[src/rtl/sss_pkg.sv]
package sss_pkg;

  // Source choice for one sync axis.
  typedef enum logic {
    SRC_PRIMARY = 1'b0,  // dedicated line
    SRC_ALT     = 1'b1   // green HSYNC or separator VSYNC
  } src_e;

  // Control byte, msb first.
  typedef struct packed {
    logic spare;      // [7] unused
    logic coast_sel;  // [6] 0 pin, 1 chosen VSYNC
    logic hs_inv;     // [5] 1 inverts HSYNC
    logic hs_ovr;     // [4] force HSYNC source
    logic hs_sel;     // [3] HSYNC source / tie-break
    logic vs_keep;    // [2] 0 inverts VSYNC
    logic vs_ovr;     // [1] force VSYNC source
    logic vs_sel;     // [0] VSYNC source
  } ctrl_t;

  localparam int unsigned NUM_SYNC = 4;
  localparam int unsigned IDX_HS_DIRECT = 0;
  localparam int unsigned IDX_HS_GREEN  = 1;
  localparam int unsigned IDX_VS_DIRECT = 2;
  localparam int unsigned IDX_VS_SEP    = 3;

endpackage

[src/rtl/sss_reset_sync.sv]
module sss_reset_sync #(
  parameter int unsigned STAGES = 2
) (
  input  logic clk,
  input  logic rst_n,
  output logic rst_sync_n
);

  logic [STAGES-1:0] chain_q;
  logic [STAGES-1:0] chain_d;

  always_comb begin
    chain_d = {chain_q[STAGES-2:0], 1'b1};
  end

  always_ff @(posedge clk or negedge rst_n) begin
    if (!rst_n) begin
      chain_q <= '0;
    end else begin
      chain_q <= chain_d;
    end
  end

  assign rst_sync_n = chain_q[STAGES-1];

endmodule

[src/rtl/sss_activity_det.sv]
module sss_activity_det #(
  parameter int unsigned CNT_W = 16
) (
  input  logic             clk,
  input  logic             rst_n,
  input  logic             sig_i,
  input  logic [CNT_W-1:0] limit_i,
  output logic             level_o,
  output logic             seen_o
);

  logic             lvl_q, lvl_qq;
  logic             seen_q, seen_d;
  logic [CNT_W-1:0] cnt_q, cnt_d;
  logic             edge_w;
  logic             cnt_en;

  assign edge_w = lvl_q ^ lvl_qq;
  assign cnt_en = edge_w | seen_q;

  // Next state: restart the idle window on every edge, drop the flag
  // once the window has run past the limit.
  always_comb begin
    seen_d = seen_q;
    cnt_d  = cnt_q;
    if (edge_w) begin
      seen_d = 1'b1;
      cnt_d  = '0;
    end else if (seen_q) begin
      if (cnt_q >= limit_i) begin
        seen_d = 1'b0;
      end else begin
        cnt_d = cnt_q + 1'b1;
      end
    end
  end

  always_ff @(posedge clk or negedge rst_n) begin
    if (!rst_n) begin
      lvl_q  <= 1'b0;
      lvl_qq <= 1'b0;
    end else begin
      lvl_q  <= sig_i;
      lvl_qq <= lvl_q;
    end
  end

  always_ff @(posedge clk or negedge rst_n) begin
    if (!rst_n) begin
      seen_q <= 1'b0;
      cnt_q  <= '0;
    end else if (cnt_en) begin
      seen_q <= seen_d;
      cnt_q  <= cnt_d;
    end
  end

  assign level_o = lvl_q;
  assign seen_o  = seen_q;

  // a sampled edge raises the flag on the next clock.
  p_edge_sets_r1: assert property (@(posedge clk) disable iff (!rst_n)
    (lvl_q != lvl_qq) |=> seen_q);

  // without an edge the count never runs beyond the limit while flagged.
  p_flag_needs_window_r2: assert property (@(posedge clk) disable iff (!rst_n)
    (seen_q && !edge_w && (cnt_q >= limit_i)) |=> !seen_q);

endmodule

[src/rtl/sss_source_pick.sv]
module sss_source_pick
  import sss_pkg::*;
#(
  parameter bit TIE_BY_SEL = 1'b1
) (
  input  logic ovr_i,
  input  logic sel_i,
  input  logic prim_seen_i,
  input  logic alt_seen_i,
  output src_e src_o
);

  src_e tie_src;

  generate
    if (TIE_BY_SEL) begin : g_tie_sel
      assign tie_src = sel_i ? SRC_ALT : SRC_PRIMARY;
    end else begin : g_tie_prim
      assign tie_src = SRC_PRIMARY;
    end
  endgenerate

  always_comb begin
    if (ovr_i) begin
      src_o = sel_i ? SRC_ALT : SRC_PRIMARY;
    end else if (prim_seen_i && alt_seen_i) begin
      src_o = tie_src;
    end else if (alt_seen_i) begin
      src_o = SRC_ALT;
    end else begin
      src_o = SRC_PRIMARY;
    end
  end

endmodule

[src/rtl/sss_out_stage.sv]
module sss_out_stage
  import sss_pkg::*;
(
  input  logic       clk,
  input  logic       rst_n,
  input  ctrl_t      ctrl_i,
  input  logic [1:0] hs_lvl_i,
  input  logic [1:0] vs_lvl_i,
  input  src_e       hs_src_i,
  input  src_e       vs_src_i,
  input  logic       coast_pin_i,
  output logic       hsync_o,
  output logic       vsync_o,
  output logic       coast_o
);

  logic hs_raw, vs_raw;
  logic hs_d, vs_d, coast_d;
  logic hs_q, vs_q, coast_q;

  always_comb begin
    hs_raw  = (hs_src_i == SRC_ALT) ? hs_lvl_i[1] : hs_lvl_i[0];
    vs_raw  = (vs_src_i == SRC_ALT) ? vs_lvl_i[1] : vs_lvl_i[0];
    hs_d    = hs_raw ^ ctrl_i.hs_inv;
    vs_d    = vs_raw ^ ~ctrl_i.vs_keep;
    coast_d = ctrl_i.coast_sel ? vs_raw : coast_pin_i;
  end

  always_ff @(posedge clk or negedge rst_n) begin
    if (!rst_n) begin
      hs_q    <= 1'b0;
      vs_q    <= 1'b0;
      coast_q <= 1'b0;
    end else begin
      hs_q    <= hs_d;
      vs_q    <= vs_d;
      coast_q <= coast_d;
    end
  end

  assign hsync_o = hs_q;
  assign vsync_o = vs_q;
  assign coast_o = coast_q;

  // forced HSYNC source and polarity seen at the register output.
  p_hs_override_r3: assert property (@(posedge clk) disable iff (!rst_n)
    ctrl_i.hs_ovr |=> (hsync_o == (($past(ctrl_i.hs_sel) ? $past(hs_lvl_i[1])
                                     : $past(hs_lvl_i[0])) ^ $past(ctrl_i.hs_inv))));

  // forced VSYNC source and polarity.
  p_vs_override_r6: assert property (@(posedge clk) disable iff (!rst_n)
    ctrl_i.vs_ovr |=> (vsync_o == (($past(ctrl_i.vs_sel) ? $past(vs_lvl_i[1])
                                     : $past(vs_lvl_i[0])) ^ !$past(ctrl_i.vs_keep))));

  // coast from the pin when the pin is selected.
  p_coast_pin_r9: assert property (@(posedge clk) disable iff (!rst_n)
    !ctrl_i.coast_sel |=> (coast_o == $past(coast_pin_i)));

endmodule

[src/rtl/sync_source_select.sv]
module sync_source_select
  import sss_pkg::*;
#(
  parameter int unsigned CNT_W = 16
) (
  input  logic             clk,
  input  logic             rst_n,
  input  logic             hs_direct_i,
  input  logic             hs_green_i,
  input  logic             vs_direct_i,
  input  logic             vs_sep_i,
  input  logic             coast_pin_i,
  input  logic [7:0]       ctrl_i,
  input  logic [CNT_W-1:0] idle_limit_i,
  output logic             hsync_o,
  output logic             vsync_o,
  output logic             coast_o,
  output logic [3:0]       present_o
);

  logic                rst_sync_n;
  logic [NUM_SYNC-1:0] raw_in;
  logic [NUM_SYNC-1:0] lvl;
  logic [NUM_SYNC-1:0] seen;
  ctrl_t               ctrl;
  src_e                hs_src, vs_src;

  assign ctrl   = ctrl_t'(ctrl_i);
  assign raw_in = {vs_sep_i, vs_direct_i, hs_green_i, hs_direct_i};

  sss_reset_sync #(.STAGES(2)) u_rst (
    .clk        (clk),
    .rst_n      (rst_n),
    .rst_sync_n (rst_sync_n)
  );

  generate
    for (genvar i = 0; i < NUM_SYNC; i++) begin : g_det
      sss_activity_det #(.CNT_W(CNT_W)) u_det (
        .clk     (clk),
        .rst_n   (rst_sync_n),
        .sig_i   (raw_in[i]),
        .limit_i (idle_limit_i),
        .level_o (lvl[i]),
        .seen_o  (seen[i])
      );
    end
  endgenerate

  sss_source_pick #(.TIE_BY_SEL(1'b1)) u_hs_pick (
    .ovr_i       (ctrl.hs_ovr),
    .sel_i       (ctrl.hs_sel),
    .prim_seen_i (seen[IDX_HS_DIRECT]),
    .alt_seen_i  (seen[IDX_HS_GREEN]),
    .src_o       (hs_src)
  );

  sss_source_pick #(.TIE_BY_SEL(1'b0)) u_vs_pick (
    .ovr_i       (ctrl.vs_ovr),
    .sel_i       (ctrl.vs_sel),
    .prim_seen_i (seen[IDX_VS_DIRECT]),
    .alt_seen_i  (seen[IDX_VS_SEP]),
    .src_o       (vs_src)
  );

  sss_out_stage u_out (
    .clk         (clk),
    .rst_n       (rst_sync_n),
    .ctrl_i      (ctrl),
    .hs_lvl_i    (lvl[IDX_HS_GREEN:IDX_HS_DIRECT]),
    .vs_lvl_i    (lvl[IDX_VS_SEP:IDX_VS_DIRECT]),
    .hs_src_i    (hs_src),
    .vs_src_i    (vs_src),
    .coast_pin_i (coast_pin_i),
    .hsync_o     (hsync_o),
    .vsync_o     (vsync_o),
    .coast_o     (coast_o)
  );

  assign present_o = seen;

  // lone present direct HSYNC is followed when not forced.
  p_hs_single_r4: assert property (@(posedge clk) disable iff (!rst_sync_n)
    (!ctrl_i[4] && seen[IDX_HS_DIRECT] && !seen[IDX_HS_GREEN])
      |=> (hsync_o == ($past(lvl[IDX_HS_DIRECT]) ^ $past(ctrl_i[5]))));

  // lone present separator VSYNC is followed when not forced.
  p_vs_sep_only_r7: assert property (@(posedge clk) disable iff (!rst_sync_n)
    (!ctrl_i[1] && !seen[IDX_VS_DIRECT] && seen[IDX_VS_SEP])
      |=> (vsync_o == ($past(lvl[IDX_VS_SEP]) ^ !$past(ctrl_i[2]))));

endmodule

[config.mk]
export PLATFORM = sky130hd
export DESIGN_NAME = sync_source_select
export DESIGN_NICKNAME = d
export VERILOG_FILES = /design/src/rtl/sss_pkg.sv /design/src/rtl/sss_reset_sync.sv /design/src/rtl/sss_activity_det.sv /design/src/rtl/sss_source_pick.sv /design/src/rtl/sss_out_stage.sv /design/src/rtl/sync_source_select.sv
export SDC_FILE = /design/constraint.sdc
export NUM_CORES = 1
export LEC_CHECK = 0
export ABC_AREA = 1
export ABC_CLOCK_PERIOD_IN_PS = 2400
export BUFFER_PORTS_ARGS = -buffer_cell sky130_fd_sc_hd__buf_4
export CAP_MARGIN = 10
export CORE_ASPECT_RATIO = 2
export CORE_MARGIN = 2
export CORE_UTILIZATION = 41
export DETAILED_ROUTE_END_ITERATION = 8
export HOLD_SLACK_MARGIN = 0.02
export MAX_ROUTING_LAYER = met4
export PLACE_DENSITY = 0.62
export RECOVER_POWER = 100
export SETUP_SLACK_MARGIN = 0.5
export SLEW_MARGIN = 10
export SYNTH_ARGS = -nofsm -noshare
export SYNTH_HDL_FRONTEND = slang
export SYNTH_SLANG_ARGS = --single-unit
[constraint.sdc]
create_clock -name clk -period 2.4 [get_ports clk]
set_clock_uncertainty 0.15 [all_clocks]
set_input_delay 0.48 -clock clk [delete_from_list [all_inputs] [get_ports clk]]
set_output_delay 0.48 -clock clk [all_outputs]
set_load 0.02 [all_outputs]
Word-level counts from Yosys, hierarchy flattened
Cells that the tools add are included.

operators by class
  bitwise gates (word level) = 11
  magnitude comparators = 4
  add/subtract/negate cells = 4
  equality and inequality tests = 4
  reduce and logical (&&, ||, !) cells = 10
  mux-type cells = 35

operators by type and width
  kind                                                              number
  16-bit 2-to-1 mux                                                 12
  16-bit by 1-bit adder with 16-bit output (second input constant)  4
  16-bit greater-or-equal comparator                                4
  1-bit 2-to-1 mux                                                  23
  3-bit AND reduction                                               4
  2-bit by 1-bit != test with 1-bit output (second input constant)  4
  2-bit nonzero test                                                4
  1-bit bitwise XOR                                                 6
  1-bit OR                                                          4
  1-bit logical AND                                                 2
  1-bit NOT                                                         1

storage, ports and cells
  word-level logic and storage cells = 88
  flip-flop bits (word level) = 81
  output and inout port bits = 7

Longest topological paths before layout
Gate-level depths: netlist of run 1.

  word-level depth = 5
  mapped depth = 14
  depth with buffers taken out = 14

By module
Synthesis of run 1 repeated with hierarchy kept, for this count alone.

unflattened totals
  cells, all modules = 949
  area, all modules = 6906.6 µm²

by module, submodules not included
  module                       area an instance (µm²)  times used  sequential area each (µm²)  cells an instance
  sss_activity_det             1659.1                  4           475.5                       227
  sss_out_stage                181.4                   1           75.1                        29
  sss_reset_sync               53.8                    1           50.0                        3
  sss_source_pick (u_vs_pick)  20.0                    1           0.0                         5
  sss_source_pick (u_hs_pick)  15.0                    1           0.0                         4

Worst setup path before layout of run 1
Ideal clock, no wire load.

  kind = input-to-reg
  start point = input idle_limit_i[15]
  end point = register g_det[3].u_det.cnt_q[10]
  path slack = 0.437 ns
  path buffers = 1
  arrival = 1.695 ns
  stages on the path = 10
  cells stage by stage = inv_1 > ha_1 > nand2_1 > nor3b_1 > nand3_1 > nor2_4 > nand2_4 > buf_6 > nand3_1 > nand2_1

on the way
  cells in the longest elaborated chain, start to end = 3

ends and longest elaborated chain
  what                                                line                      text
  from (decl)                                         sync_source_select.sv:14  input logic [CNT_W-1:0] idle_limit_i,
  16-bit greater-or-equal comparator                  sss_activity_det.sv:30    if (cnt_q >= limit_i) begin
  2-bit by 1-bit != test with 1-bit output (no line)  --
  3-bit AND reduction (no line)                       --
  to (signal assigned)                                sss_activity_det.sv:54    cnt_q <= cnt_d;
  to (decl)                                           sss_activity_det.sv:14    logic [CNT_W-1:0] cnt_q, cnt_d;

No other way between the ends.
A chain may end at the register's enable or synchronous reset.

Final worst setup path of run 1
  start point = input idle_limit_i[10]
  end point = register g_det[3].u_det.cnt_q[13]

Same word-level chain as after synthesis.

==> results by group, run 1 <==
Setup path
  – Slowest Stage Delay on Critical Path: 0.36 ns
  – Crit start category: primary input
  – CP bufs+invs: 6
  – CP Capture Type: flip-flop
  – CP Cell Sequence: buf_6 > clkinvlp_4 > clkbuf_1 > ha_4 > nand2_2 > inv_2 > o21ai_2 > nand3_2 > nor2_1 > clkbuf_2 > clkbuf_16 > nand4_1 > nand2_1
  – CP top delay family: buffers and inverters
  – Critical path data required time: 2.54 ns
  – Critical Path Fanout Max: 5
  – CP arrival: 2.27 ns
  – Slowest cell on the critical path: clkbuf_2
  – Setup Crit Path Kind: primary input to flip-flop

Detailed routing
  – Drt drc: 0
  – Vias/cell: 5.45
  – Total number of vias: 6482
  – DR WL/cell: 16.8 µm
  – DR iter-0 viols: 240
  – DRT Wirelength: 20.0 mm
  – Final ANT Viol Nets: 0
  – First-pass detailed-route iteration total: 5

STA
  – Worst Max-Slew Pin Slew: 1.37 ns
  – RSZ-0062 raised after global routing: yes
  – Slew Limit Fails: 0
  – Final Hold Viols: 0
  – Slew headroom: 8.66%
  – # setup viols final: 0
  – Final min period: 2.13 ns
  – Final worst-path cycle share: 88.9%
  – Final Hold Slack: 0.0989 ns
  – Max Clock Freq: 469 MHz
  – Setup TNS: 0 ns

Place
  – Post-DP HPWL: 13.4 mm
  – I/O Buffers: 36
  – Placer Congestion: 0.897

Global routing
  – Initial antenna violation count: 0
  – Largest net degree at the start of global routing: 51
  – Vias in the first global route: 6439
  – Congestion Overflow GR: 0
  – First-pass GRT wire length: 31.5 mm
  – GRT Resource Usage Total: 24.8%

CTS
  – Worst-Skew Late Latency: 0.36 ns
  – Clk buf depth: 2
  – Reg clk slew, reported paths: 0.06 ns
  – Root buf cell: clkbuf_16
  – H-tree depth: 3
  – Clock Sinks: 81
  – TritonCTS clock tree: built
  – Inserted Clock Buffers: 9

Floorplan
  – Core Area: 15300 µm²
  – Row cnt: 64
  – Initial cell density of the core: 42.0%
  – Die X: 92.5 µm
  – Die ar.: 16700 µm²
  – I/O pins: 38
  – Die Ht: 181 µm

Synthesis
  – Yosys top cell by area: dfrtp_1
  – Post-synthesis register bit count: 81
  – Post-synthesis sequential area ratio: 31.6%
  – Syn. warnings: 0
  – Netlist Area Pre-Place: 6420 µm²
  – Synth Flop Type: dfrtp_1
  – Syn Inst Count: 891
  – Syn nets: 990
  – Synth cell types: 32
  – Post-synth EDFFs: 0
  – Syn_area_per_cell: 7.21 µm²
  – Top cell type's share of synthesized area: 31.6%
  – Top post-synthesis cells by area: dfrtp_1 (32%), nand2_1 (15%), ha_1 (13%), nand3_1 (7.2%), nand4_1 (6.9%)
  – Ys async rst share: 100%

Final layout
  – Register area: 2070 µm²
  – Commonest non-fill, non-tap cell in the layout: nand2_1
  – Multi-input gate area: 4510 µm²
  – Fill count: 1461
  – # diodes: 0
  – Area delta synth->final: 32.3%
  – Most frequent cells in the layout: nand2_1 (228), inv_1 (88), nand3_1 (88), nor2_1 (75), nand4_1 (71)
  – Nets@finish: 1088
  – Share of layout cells above drive strength 1: 25.1%

Outcome
  – Status: complete, no violations

Worst hold path
  – HP Class: primary input to flip-flop

Power
  – VDD IR-drop max: 381 µV
  – Power Dens Cells: 404 nW/µm²
  – Leak Pwr: 4.36 nW

Run
  – Total of max-cap violations: 0
-- synthesized netlist by cell type, types with 2 or more instances --
cell      number
and2_1         3
xnor2_1       11
a21oi_2        2
clkbuf_1      12
buf_6          3
nor2_2         4
o21ai_0       14
nand3_1       92
dfrtp_1       81
nand2_4        4
nor4_2         3
nor3_1         3
xor2_1        26
a21oi_1       22
o21bai_1       7
nor2_1        82
ha_1          68
buf_4          7
buf_2          6
nand2_2        4
and3_1         6
inv_1        103
nand2_1      249
nand4_1       71
-- final cells by class --
type	instances	area share (%)
Sequential cell	81	24.3
Timing Repair Buffer	109	11.5
Inverter	103	4.77
Multi-Input combinational cell	685	53.1
Tap cell	198	2.92
Clock buffer	11	2.86
Clock inverter	3	0.501
-- path summary, 6_finish.rpt --
path / start / endpoint / slack (ns) / depth (start not counted)
max reg2reg: g_det[3].u_det.cnt_q[9] / g_det[3].u_det.cnt_q[13] / 0.27 / 8
min reg2reg: u_rst.chain_q[0] / u_rst.chain_q[1] / 0.20 / 0
max in group asynchronous: u_rst.chain_q[1] / g_det[1].u_det.cnt_q[6] / 0.72 / 1
min: vs_sep_i / g_det[3].u_det.level_o / 0.1 / 1
max: idle_limit_i[10] / g_det[3].u_det.cnt_q[13] / 0.27 / 13
min in group asynchronous: rst_n / u_rst.chain_q[0] / 0.28 / 2
-- repair_timing --
item / CTS / global route
hold endpoints to repair: 2 / 0
buffers inserted: 35 / 12
gates cloned: 6 / 3
endpoints found under the setup margin: 68 / 67
hold buffers: 1 / 0
pin swaps: 21 / 73
gates resized for setup: 86 / 72
-- power breakdown --
part | internal, W | switching (W) | leakage, nW
Clock | 0.000822 | 0.000592 | 0.137
Sequential | 0.00141 | 0.0000695 | 1.02
Combinational | 0.000216 | 0.000320 | 3.20
Total | 0.00245 | 0.000981 | 4.36
-- metrics by stage --
stage	total power, W	instances	utilization (%)	area, µm²	setup slack, ns
2_1_floorplan	0.00177	891	-	6470	0.480
3_3_place_gp	0.00193	1119	46.0	7030	0.0947
3_5_place_dp	0.00194	1119	46.0	7030	0.0712
4_1_cts	0.00339	1175	52.7	8060	0.459
5_1_grt	0.00357	1190	55.5	8500	0.154
6_report	0.00343	1190	55.5	8500	0.266
-- cell families (layout without fill, tap and decap cells) --
family / count (synthesis) / count (layout) / share of synthesized area (%)
simple gates: 524 / 530 / 37.0
xor+xnor: 37 / 37 / 5.05
other cells: 1 / 1 / 0.0584
compound gates: 49 / 49 / 4.48
flops: 81 / 81 / 31.6
buf+inv: 131 / 226 / 8.54
fa+ha+maj: 68 / 68 / 13.3
-- worst reg2reg max path: cells and delay by family (launching register included) --
| kind | cells | cell delay, ns |
|---|---|---|
| simple gates | 4 | 0.30 |
| buf+inv | 2 | 0.58 |
| compound gates | 1 | 0.21 |
| fa+ha+maj | 1 | 0.36 |
| flops | 1 | 0.48 |
-- flip-flops by register name (all words and copies together) (netlist names) --
name,cells
g_det.u_det.cnt_q,64
g_det.u_det.level_o,4
g_det.u_det.lvl_qq,4
g_det.u_det.seen_o,4
u_rst.chain_q,2
u_out.coast_o,1
u_out.hsync_o,1
u_out.vsync_o,1
-- routing by layer --
layer | GRT usage, % | share of wire (%)
met3 | 2.79 | 3.7
met5 | - | 0
met1 | 25.6 | 36
met2 | 43.9 | 54
met4 | 15.6 | 6.2
(Power assumes the default switching activity.)
==> run 2, diff against run 1 <==
PLACE_DENSITY = 0.61   (was 0.62)
SYNTH_HIERARCHICAL = 1   (was default)
==> run 2 against run 1 <==
- worst hold slack improved by 0.015 ns
- flip-flop and latch count did not move
- critical path depth fell by 6
- non-clock buffer count rose by 17
- highest routed layer unchanged
- die area rose by 7.3%
- cell area rose by 4.5%
- wire length fell by 5.2%
- maximum frequency rose by 1.4%
- clock power rose by 3%
- global-route usage fell by 4.2 points
- the run now ends with max-capacitance violations, max-slew violations left
- largest power group unchanged
- sequential share of layout area fell by 1.1 points
==> results by group, run 2 <==
Synthesis
  – Syn nets: 1048 (+5.9%)
  – Post-synth EDFFs: 0 (unchanged)
  – Synth cell types: 29 (-9.4%)
  – Simple-gate share of the synthesized area: 38.4% (+1.4 points)
  – Compound-cell area share of the yosys netlist: 4.57% (+0.083 points)
  – Most common cell in the synthesized netlist: nand2_1
  – Adder-cell share of the synthesized area: 12.3% (-0.93 points)
  – Yosys top cell by area: dfrtp_1
  – Xor and xnor area share after synthesis: 3.55% (-1.5 points)
  – Commonest cells post-synth: nand2_1 (245), inv_1 (162), dfrtp_1 (81), nor2_1 (80), nand4_1 (76)
  – Post-synthesis mux area share: 0% (unchanged)
  – Ys async rst share: 100% (unchanged)
  – Top post-synthesis cells by area: dfrtp_1 (29%), nand2_1 (13%), ha_1 (12%), inv_1 (8.8%), nand4_1 (6.9%)
  – Synth Flop Type: dfrtp_1
  – Largest family of logic cells by synthesized area: simple AND/OR/NAND/NOR gates
  – Post-synthesis register bit count: 81 (unchanged)
  – Syn Inst Count: 949 (+6.5%)
  – Netlist Area Pre-Place: 6910 µm² (+7.6%)
  – Syn_area_per_cell: 7.28 µm² (+1.0%)
  – Top cell type's share of synthesized area: 29.3% (-2.2 points)
  – Post-synthesis sequential area ratio: 29.3% (-2.2 points)
  – Syn. warnings: 6 (+6)

Floorplan
  – Core Area: 16600 µm² (+8.5%)
  – Die X: 95.8 µm (+3.6%)
  – Row cnt: 67 (+4.7%)
  – Die ar.: 18000 µm² (+7.3%)
  – Initial cell density of the core: 41.6% (-0.36 points)
  – Die Ht: 188 µm (+3.6%)
  – I/O pins: 38 (unchanged)

Setup path
  – Slowest cell on the critical path: dfrtp_2
  – Critical path data required time: 2.53 ns (about the same)
  – CP Cell Sequence: ha_4 > nand2_4 > nor4_4 > nand2_4 > nand2_1 > nand3_2 > nand2_1
  – R2R Setup Slk: 0.29 ns (+0.03 ns)
  – CP arrival: 2.24 ns (-0.03 ns)
  – Slowest Stage Delay on Critical Path: 0.48 ns (+0.12 ns)
  – Crit start category: flip-flop
  – CP Capture Type: flip-flop
  – Setup Crit Path Kind: flip-flop to flip-flop
  – Critical Path Fanout Max: 8 (+3)

Power
  – VDD IR-drop max: 418 µV (+9.8%)
  – Reg power frac: 42.2% (-1.0 points)
  – Net Sw Power: 0.000992 W (+1.1%)
  – Leak Pwr: 4.78 nW (+9.8%)
  – Gate power share: 16.3% (+0.7 points)
  – Power Dens Cells: 394 nW/µm² (-2.5%)
  – Total power: 0.00350 W (+1.9%)
  – Clk pwr share: 41.5% (+0.3 points)
  – Int Power: 0.00251 W (+2.2%)
  – Fraction of power spent switching nets: 28.4% (-0.23 points)

Place
  – Pre-CTS setup slack: 0.199 ns (+0.127 ns)
  – Post-DP HPWL: 12.2 mm (-8.8%)
  – I/O Buffers: 36 (unchanged)
  – Placer Congestion: 0.904 (+0.78%)

Detailed routing
  – Total number of vias: 6596 (+1.8%)
  – Final ANT Viol Nets: 0 (unchanged)
  – Vias/cell: 5.16 (-5.2%)
  – Drt drc: 0 (unchanged)
  – DRT Wirelength: 19.0 mm (-5.2%)
  – DR WL/cell: 14.9 µm (-12%)
  – DR iter-0 viols: 274 (+14%)
  – First-pass detailed-route iteration total: 5 (unchanged)

STA
  – Worst Max-Slew Pin Slew: 1.58 ns (+0.209 ns)
  – Setup TNS: 0 ns (unchanged)
  – Slew headroom: -5.24% (-14 points)
  – Final Hold Slack: 0.113 ns (+0.0145 ns)
  – Final min period: 2.11 ns (-0.0286 ns)
  – Slew Limit Fails: 34 (+34)
  – Max Clock Freq: 475 MHz (+1.4%)
  – Final Hold Viols: 0 (unchanged)
  – Fin worst setup slack: 0.295 ns (+0.0286 ns)
  – # setup viols final: 0 (unchanged)
  – RSZ-0062 raised after global routing: yes
  – Final worst-path cycle share: 87.7% (-1.2 points)

Global routing
  – Initial antenna violation count: 0 (unchanged)
  – Largest net degree at the start of global routing: 35 (-31%)
  – Vias in the first global route: 6030 (-6.4%)
  – GRT Resource Usage Total: 20.7% (-4.2 points)
  – First-pass GRT wire length: 28.6 mm (-9.2%)
  – GR peak layer: met2
  – Congestion Overflow GR: 0 (unchanged)
  – Met3 GRT Util: 2.57% (-0.22 points)
  – GR Util met1: 25.9% (+0.31 points)
  – GR Layer Usage met2: 33.6% (-10 points)

Final layout
  – Most frequent cells in the layout: nand2_1 (231), inv_1 (159), buf_4 (94), nor2_1 (78), nand4_1 (76)
  – Area delta synth->final: 28.6%
  – Fill count: 1561 (+6.8%)
  – Largest Register: g_det.u_det/cnt_q
  – Nets@finish: 1165 (+7.1%)
  – Commonest non-fill, non-tap cell in the layout: nand2_1
  – Util after Layout: 53.5% (-2.0 points)
  – # diodes: 0 (unchanged)
  – Number of flip-flops in the largest register: 64 (unchanged)
  – Share of layout cells above drive strength 1: 26.5% (+1.4 points)

CTS
  – Inserted Clock Buffers: 9 (unchanged)
  – Root buf cell: clkbuf_16
  – Clk buf depth: 2 (unchanged)
  – TritonCTS clock tree: built
  – H-tree depth: 3 (unchanged)
  – Reg clk slew, reported paths: 0.07 ns (about the same)
  – Clock Sinks: 81 (unchanged)
  – Worst-Skew Late Latency: 0.35 ns (about the same)

Worst hold path
  – HP Class: primary input to flip-flop

Outcome
  – Failing checks: max-capacitance violations, max-slew violations
  – Status: finished, violations left

Run
  – Total of max-cap violations: 1 (+1)
-- run 2: cell count changes after synthesis, sizes merged, moves of 4 or more --
cell / change
clkbuf: -4
and3: -6
nand4: +5
a21o: +4
inv: +60
xnor2: -7
clkinv: +8
nand3b: +4
-- run 2: timing repair --
action	in CTS	in global routing
endpoints found under the setup margin	65	68
hold buffers	1	0
endpoints found under the hold margin	2	0
resized for setup	24	92
pin swaps	9	59
buffers inserted	11	54
cloned	2	8
-- run 2: path summary, 6_finish.rpt --
check	start	endpoint	cells past startpoint
worst min-delay path	hs_green_i	g_det[1].u_det/level_o	1
worst min register to register	u_rst/chain_q[0]	u_rst/chain_q[1]	0
worst max-delay path	g_det[2].u_det/cnt_q[10]	g_det[2].u_det/cnt_q[10]	7
worst max register to register	g_det[2].u_det/cnt_q[10]	g_det[2].u_det/cnt_q[10]	7
max in group asynchronous	u_rst/chain_q[1]	g_det[1].u_det/cnt_q[7]	0
min in group asynchronous	rst_n	u_rst/chain_q[0]	2
-- run 2: kinds of logic after synthesis --
group	Yosys count
AO/OA/AOI/OAI	48
other	1
AND/OR/NAND/NOR	528
XOR/XNOR	28
adder cells (fa/ha/maj)	68
buffers and inverters	195
flip-flops	81
-- run 2: layer usage --
metal / part of all wire [%] / vias to the layer above / wire length (µm)
met1: 43 / 3095 / 8150
met2: 50 / 156 / 9520
met3: 3.9 / 39 / 746
met4: 3.0 / 0 / 573
li1: - / 3306 / -
met5: 0 / - / 0
-- run 2: worst max-delay path, delay by kind of cell (launching register included) --
kind                     cells  cell delay, ns
AND/OR/NAND/NOR              6            1.11
adder cells (fa/ha/maj)      1            0.30
flip-flops                   1            0.48
-- run 2: power groups by stage --
stage / Combinational (W) / Clock (W) / Sequential (W)
final: 0.000571 / 0.00145 / 0.00147
after global routing: 0.000648 / 0.00154 / 0.00148
after CTS: 0.000482 / 0.00148 / 0.00148
after detailed placement: 0.000478 / 0 / 0.00150
after global placement: 0.000459 / 0 / 0.00150
after floorplan: 0.000303 / 0 / 0.00150
-- run 2: cell type report --
| cell class | count | area [µm²] | share of cell area [%] |
|---|---|---|---|
| Clock buffer | 12 | 256 | 2.89 |
| Multi-Input combinational cell | 677 | 4550 | 51.2 |
| Timing Repair Buffer | 126 | 1060 | 11.9 |
| Tap cell | 207 | 259 | 2.92 |
| Inverter | 171 | 642 | 7.23 |
| Sequential cell | 81 | 2060 | 23.2 |
| Clock inverter | 4 | 51.3 | 0.578 |
-- run 2: stage by stage --
stage / std cells / area, µm²
2_1_floorplan: 949 / 6910
3_3_place_gp: 1186 / 7450
3_5_place_dp: 1186 / 7450
4_1_cts: 1216 / 7950
5_1_grt: 1278 / 8880
6_report: 1278 / 8880
